`src/rtl/lrf_pkg.sv`:
```
package lrf_pkg;
  localparam int WORD_W = 32;
  localparam int HALF_W = 16;
  localparam int LBL_W  = 8;
  localparam int LBL_N  = 16;

  // Bus view of one half. rev mirrors the label byte in the lower half.
  function automatic logic [HALF_W-1:0] bus_half(input logic [WORD_W-1:0] w,
                                                 input logic hi, input logic rev);
    logic [HALF_W-1:0] h;
    h = hi ? w[WORD_W-1:HALF_W] : w[HALF_W-1:0];
    if (rev && !hi) begin
      for (int b = 0; b < LBL_W; b++) h[b] = w[LBL_W-1-b];
    end
    return h;
  endfunction
endpackage

```
`src/rtl/lrf_label_mem.sv`:
```
module lrf_label_mem #(
  parameter int N = 16,
  parameter int W = 8
) (
  input  logic         clk_i,
  input  logic         rst_ni,
  input  logic         mode_i,
  input  logic         wr_i,
  input  logic [W-1:0] wdata_i,
  input  logic         rd_i,
  input  logic [W-1:0] key_i,
  output logic         hit_o,
  output logic [W-1:0] rlabel_o
);
  localparam int AW = $clog2(N);
  localparam int CW = AW + 1;

  logic [W-1:0]  mem [N];
  logic [CW-1:0] wcnt_q, rcnt_q;
  logic [N-1:0]  hits;

  always_ff @(posedge clk_i or negedge rst_ni) begin
    if (!rst_ni) begin
      wcnt_q <= '0;
      rcnt_q <= '0;
    end else if (!mode_i) begin
      wcnt_q <= '0;
      rcnt_q <= '0;
    end else begin
      if (wr_i && wcnt_q < CW'(N)) wcnt_q <= wcnt_q + CW'(1);
      if (rd_i && rcnt_q < CW'(N)) rcnt_q <= rcnt_q + CW'(1);
    end
  end

  // table is not reset: survives master reset
  always_ff @(posedge clk_i) begin
    if (mode_i && wr_i && wcnt_q < CW'(N)) mem[wcnt_q[AW-1:0]] <= wdata_i;
  end

  for (genvar g = 0; g < N; g++) begin : g_cmp
    assign hits[g] = (mem[g] == key_i);
  end

  assign hit_o    = |hits;
  assign rlabel_o = (rcnt_q < CW'(N)) ? mem[rcnt_q[AW-1:0]] : '0;

  AST_WPOS_CAP: assert property (@(posedge clk_i) disable iff (!rst_ni)
    wcnt_q <= CW'(N) && rcnt_q <= CW'(N));
  AST_POS_RESTART: assert property (@(posedge clk_i) disable iff (!rst_ni)
    !mode_i |=> (wcnt_q == '0 && rcnt_q == '0));
endmodule

```
`src/rtl/lrf_fifo.sv`:
```
module lrf_fifo #(
  parameter int DW    = 32,
  parameter int DEPTH = 32,
  localparam int AW   = $clog2(DEPTH),
  localparam int CW   = AW + 1
) (
  input  logic          clk_i,
  input  logic          rst_ni,
  input  logic          push_i,
  input  logic          pop_i,
  input  logic [DW-1:0] wdata_i,
  output logic [DW-1:0] head_o,
  output logic [CW-1:0] count_o
);
  logic [DW-1:0] mem [DEPTH];
  logic [AW-1:0] wptr_q, rptr_q, widx;
  logic [CW-1:0] cnt_q;
  logic          do_pop, ovw, adv;

  assign do_pop = pop_i && (cnt_q != '0);
  // full with no pop: replace newest entry
  assign ovw  = push_i && (cnt_q == CW'(DEPTH)) && !do_pop;
  assign adv  = push_i && !ovw;
  assign widx = ovw ? (wptr_q - AW'(1)) : wptr_q;

  always_ff @(posedge clk_i) begin
    if (push_i) mem[widx] <= wdata_i;
  end

  always_ff @(posedge clk_i or negedge rst_ni) begin
    if (!rst_ni) begin
      wptr_q <= '0;
      rptr_q <= '0;
      cnt_q  <= '0;
    end else begin
      if (adv)    wptr_q <= wptr_q + AW'(1);
      if (do_pop) rptr_q <= rptr_q + AW'(1);
      cnt_q <= cnt_q + CW'(adv) - CW'(do_pop);
    end
  end

  assign head_o  = mem[rptr_q];
  assign count_o = cnt_q;

  AST_NO_OVERFLOW: assert property (@(posedge clk_i) disable iff (!rst_ni)
    cnt_q <= CW'(DEPTH));
  AST_FULL_STAYS: assert property (@(posedge clk_i) disable iff (!rst_ni)
    (push_i && !pop_i && cnt_q == CW'(DEPTH)) |=> cnt_q == CW'(DEPTH));
  AST_POP_DROPS: assert property (@(posedge clk_i) disable iff (!rst_ni)
    (pop_i && !push_i && cnt_q != '0) |=> cnt_q == $past(cnt_q) - CW'(1));
endmodule

```
`src/rtl/label_rx_fifo.sv`:
```
module label_rx_fifo
  import lrf_pkg::*;
#(
  parameter int DEPTH = 32
) (
  input  logic              clk_i,
  input  logic              rst_ni,
  input  logic              eos_i,
  input  logic [WORD_W-1:0] word_i,
  input  logic              lbl_en_i,
  input  logic              dec_en_i,
  input  logic [1:0]        dec_bits_i,
  input  logic              map_rev_i,
  input  logic              lbl_mode_i,
  input  logic              lbl_wr_i,
  input  logic [LBL_W-1:0]  lbl_wdata_i,
  input  logic              rd_i,
  input  logic              half_sel_i,
  output logic [HALF_W-1:0] rdata_o,
  output logic              ready_o,
  output logic              half_o,
  output logic              full_o
);
  localparam int CW = $clog2(DEPTH) + 1;

  logic              hit, lbl_ok, dec_ok, accept, pop_req;
  logic [LBL_W-1:0]  lbl_rd;
  logic [WORD_W-1:0] head;
  logic [CW-1:0]     cnt;
  logic [HALF_W-1:0] rdata_q;

  lrf_label_mem #(.N(LBL_N), .W(LBL_W)) u_lbl (
    .clk_i    (clk_i),
    .rst_ni   (rst_ni),
    .mode_i   (lbl_mode_i),
    .wr_i     (lbl_wr_i),
    .wdata_i  (lbl_wdata_i),
    .rd_i     (rd_i),
    .key_i    (word_i[LBL_W-1:0]),
    .hit_o    (hit),
    .rlabel_o (lbl_rd)
  );

  assign lbl_ok  = !lbl_en_i || hit;
  assign dec_ok  = !dec_en_i || (word_i[9:8] == dec_bits_i);
  assign accept  = eos_i && !lbl_mode_i && lbl_ok && dec_ok;
  assign pop_req = rd_i && half_sel_i && !lbl_mode_i;

  lrf_fifo #(.DW(WORD_W), .DEPTH(DEPTH)) u_fifo (
    .clk_i   (clk_i),
    .rst_ni  (rst_ni),
    .push_i  (accept),
    .pop_i   (pop_req),
    .wdata_i (word_i),
    .head_o  (head),
    .count_o (cnt)
  );

  always_ff @(posedge clk_i or negedge rst_ni) begin
    if (!rst_ni) begin
      rdata_q <= '0;
    end else if (rd_i) begin
      if (lbl_mode_i)     rdata_q <= {{(HALF_W-LBL_W){1'b0}}, lbl_rd};
      else if (cnt != '0) rdata_q <= bus_half(head, half_sel_i, map_rev_i);
      else                rdata_q <= '0;
    end
  end

  assign rdata_o = rdata_q;
  assign ready_o = (cnt != '0);
  assign half_o  = (cnt >= CW'(DEPTH / 2));
  assign full_o  = (cnt == CW'(DEPTH));

  AST_REJECT_QUIET: assert property (@(posedge clk_i) disable iff (!rst_ni)
    (eos_i && !accept && !rd_i) |=> $stable(cnt));
  AST_SUSPEND: assert property (@(posedge clk_i) disable iff (!rst_ni)
    lbl_mode_i |=> $stable(cnt));
  AST_LOW_HALF_KEEP: assert property (@(posedge clk_i) disable iff (!rst_ni)
    (rd_i && !half_sel_i && !eos_i) |=> $stable(cnt));
  AST_FLAG_NEST: assert property (@(posedge clk_i) disable iff (!rst_ni)
    full_o |-> (half_o && ready_o));
  AST_RD_HOLD: assert property (@(posedge clk_i) disable iff (!rst_ni)
    !rd_i |=> $stable(rdata_o));
endmodule

```
`config.mk`:
```
export PLATFORM = sky130hd
export DESIGN_NAME = label_rx_fifo
export DESIGN_NICKNAME = d
export VERILOG_FILES = /design/src/rtl/lrf_pkg.sv /design/src/rtl/lrf_label_mem.sv /design/src/rtl/lrf_fifo.sv /design/src/rtl/label_rx_fifo.sv
export SDC_FILE = /design/constraint.sdc
export NUM_CORES = 1
export LEC_CHECK = 0
export ABC_CLOCK_PERIOD_IN_PS = 10130
export BUFFER_PORTS_ARGS = -buffer_cell sky130_fd_sc_hd__clkbuf_2
export CAP_MARGIN = 20
export CORE_ASPECT_RATIO = 0.6
export CORE_MARGIN = 2
export CORE_UTILIZATION = 65
export CTS_BUF_LIST = sky130_fd_sc_hd__clkbuf_4
export DETAILED_ROUTE_END_ITERATION = 12
export PLACE_DENSITY = 0.82
export SKIP_CTS_REPAIR_TIMING = 1
export SKIP_LAST_GASP = 1
export SLEW_MARGIN = 20
export SYNTH_ARGS = -nofsm -noshare
export SYNTH_HDL_FRONTEND = slang
export SYNTH_HIERARCHICAL = 1
export SYNTH_SLANG_ARGS = --single-unit
export TNS_END_PERCENT = 5
```
`constraint.sdc`:
```
create_clock -name clk_i -period 10.13 [get_ports clk_i]
set_input_delay 2.026 -clock clk_i [delete_from_list [all_inputs] [get_ports clk_i]]
set_output_delay 2.026 -clock clk_i [all_outputs]
set_load 0.02 [all_outputs]
```
==> reports/summary.txt <==
outcome -> finished, final reports clean
Setup CP Type -> in -> reg
Worst-Margin Slew -> 1.15 ns
total length of routed wires -> 122000 um
Setup WS post-layout -> 3.75 ns
vias in the first global route -> 26600
Hold Path Class -> reg -> reg
Synth area leaders -> edfxtp_1 72%, mux4_2 9.9%, mux2i_1 2.8%, dfrtp_1 2.2%, a22oi_1 1.7%
Yosys warnings -> 6
CP required -> 10.89 ns
I/O pins -> 71
placed cells -> 3393
DIE AREA -> 76400 um^2
Crit. End Element -> flop
register area share after synthesis -> 0.739
PwrDens -> 241 nW/um^2
commonest cells in the netlist -> 1152 x edfxtp_1, 213 x mux4_2, 136 x mux2i_1
largest family of logic cells by synthesized area -> multiplexers
Max Slew Vio Count -> 0
Die W -> 356 um
#FFs+latches synth -> 1194
CTS tree -> yes
syn_area_per_cell -> 19.9 um^2
CP max stage cell -> nor4_1
final routed DRC violation total -> 0
wire per inst -> 31.5 um
main flop type after synthesis -> edfxtp_1
Post-Synth Simple-Gate Area -> 0.0209
FMAX -> 0.157 GHz
maxcap violations -> 0
CTS sink cnt -> 1194
Detail Placement HPWL -> 71400 um
max incr delay on CP -> 0.83 ns
complex-gate fraction of the synthesized area -> 0.0473
H-tree Lvls -> 5
Port-buffer cells -> 70
routability cong. -> 0.895
post-synthesis xor/xnor area fraction -> 0.0272
Setup-failing EPs final -> 0
FFs w/ async S/R, synth -> 0.0352
maximum number of pins on one net before global-route repair -> 109
Hold Fails Final Rpt -> 0
Clock Latency Late Sink -> 1.19 ns
Final period util -> 0.630
most used cell, CP -> buf_4
slew margin rel. -> 0.226
Initial Utilization -> 0.656
top-area cell type share of the netlist area -> 0.717
fin cells -> 3856
Setup Skew -> 0.101 ns
Yosys cell types -> 68
syn nets -> 2494
drt via density -> 6.88
most frequent cell after synthesis -> edfxtp_1
CTS root buffer -> clkbuf_4
final-stage net count -> 2762
initial antenna violation count -> 5
Final ANT Viol Nets -> 0
EDFF count, synth -> 1152
Lkg Pwr -> 17.4 nW
Syn Inst Count -> 2425
TNS Setup -> 0 ns
pre-CTS WS -> 2.86 ns
First-pass DRT Iterations -> 6
adder-cell share of the synthesized area -> 0.00457
Final Cell Area -> 53000 um^2
clk slew on worst S/H paths -> 0.06 ns
first-pass GRT wire length -> 176000 um
worst-path cell chain -> clkbuf_2 > buf_4 > xor2_1 > nor4_1 > a21oi_1 > nand4_1 > nand2b_1 > and4b_1 > inv_1 > nor4_2 > a31oi_2 > nor2_4 > buf_4
Post-Syn Area -> 48200 um^2
site row count -> 77
fin crit period -> 6.38 ns
clock buffer depth -> 4
largest fanout on the critical path -> 48
total CTS buffers -> 282
initial drt markers -> 3902
critical path's top delay family -> simple AND/OR/NAND/NOR gates
DP Area -> 49700 um^2
Critical Path Source Type -> input port
VDD IR-drop max -> 0.579 mV
Critical path buffers and inverters -> 4
via count -> 26500
core area -> 73500 um^2
area leader, netlist -> edfxtp_1
grt total ovfl -> 0
post-synthesis mux area share -> 0.138
Power, Total -> 12.8 mW
WP data arrival -> 7.14 ns
area delta synth->final -> 10.0%
die height -> 215 um
RSZ-0062 raised after global routing -> false
share of cells above drive strength 1 -> 0.294
Tot GR Track Use -> 0.324
-- layout make-up --
cell class / instances / area (um^2)
flip-flops and latches: 1194 / 35700
fillers: 4264 / 20500
multi-input cells: 1051 / 11800
clock buffers: 409 / 3070
well taps: 987 / 1230
repair buffers: 132 / 1010
clock inverters: 43 / 169
inverters: 32 / 120
diodes: 8 / 20.0
-- worst register-to-register path, delay by kind of cell (launching register included) --
kind / cells / cell delay (ns)
AOI/OAI and AO/OA: 2 / 0.66
xor gates and xnor gates: 1 / 0.18
buffers and inverters: 2 / 0.69
DFF: 1 / 0.42
and+or+nand+nor: 6 / 2.96
-- worst paths after layout --
kind | cells after the start | start | endpoint | slack [ns]
hold / removal | 1 | u_lbl/wcnt_q[4] | u_lbl/wcnt_q[4] | 0.49
setup reg to reg | 11 | u_lbl/mem[7][4] | u_fifo/mem[28][14] | 4.79
hold reg to reg | 1 | u_lbl/wcnt_q[4] | u_lbl/wcnt_q[4] | 0.49
min in group asynchronous | 1 | rst_ni | u_fifo/rptr_q[2] | 1.00
setup / recovery | 13 | word_i[7] | u_fifo/mem[28][14] | 3.75
max in group asynchronous | 1 | rst_ni | u_fifo/rptr_q[1] | 8.33
-- cell usage in the layout, fill, tap and decap left out, types with 9 or more instances in the layout --
cell type / netlist / routed
a21oi_1: 76 / 76
dfrtp_1: 42 / 37
nand2_1: 25 / 25
a22oi_1: 109 / 109
inv_1: 32 / 32
nand4_1: 23 / 23
buf_4: 32 / 51
clkinv_1: 0 / 32
xor2_1: 63 / 63
edfxtp_1: 1152 / 1152
nor4_1: 17 / 17
xnor2_1: 87 / 87
mux4_1: 10 / 10
nor2b_1: 12 / 10
mux2_2: 18 / 18
nand2b_1: 10 / 10
clkbuf_2: 2 / 69
clkbuf_4: 0 / 409
mux4_2: 213 / 213
mux2i_1: 136 / 136
nor2_1: 58 / 25
nor2_4: 0 / 33
o221ai_1: 70 / 70
a2111oi_0: 9 / 9
nand3_1: 17 / 16
ha_1: 16 / 16
-- metal layers --
metal / vias up / part of all wire / track usage
li1: 10700 / - / -
met1: 13500 / 0.38 / 0.474
met2: 2103 / 0.44 / 0.444
met3: 264 / 0.15 / 0.122
met4: 0 / 0.033 / 0.134
met5: - / 0 / 0
-- state kept, by name, summed over array words and instances (netlist names) --
signal	cells
rdata_o	16
u_lbl/mem	128
u_lbl/rcnt_q	5
u_fifo/mem	1024
u_lbl/wcnt_q	5
u_fifo/wptr_q	5
u_fifo/rptr_q	5
u_fifo/count_o	6
-- power by group --
group / total, mW / internal (mW) / switching, mW
Clock: 3.65 / 1.84 / 1.81
Sequential: 5.68 / 5.51 / 0.165
Combinational: 3.46 / 1.38 / 2.08
Total: 12.8 / 8.73 / 4.06
-- metrics by stage --
step	util	hold slack, ns
after floorplan	-	0.454
after global placement	0.674	0.464
after detailed placement	0.676	0.472
after CTS	0.720	0.487
after global routing	0.722	0.517
final	0.722	0.491
-- cell families (layout without fill, tap and decap cells) --
kind of cell / count (synthesis) / in the layout
XOR/XNOR: 150 / 150
AND/OR/NAND/NOR: 193 / 193
other: 0 / 8
adder cells (fa/ha/maj): 17 / 17
buffers and inverters: 180 / 616
AO/OA/AOI/OAI: 311 / 311
flip-flops: 1194 / 1194
multiplexers: 380 / 380
No activity file was read; power rests on OpenSTA's default activity.
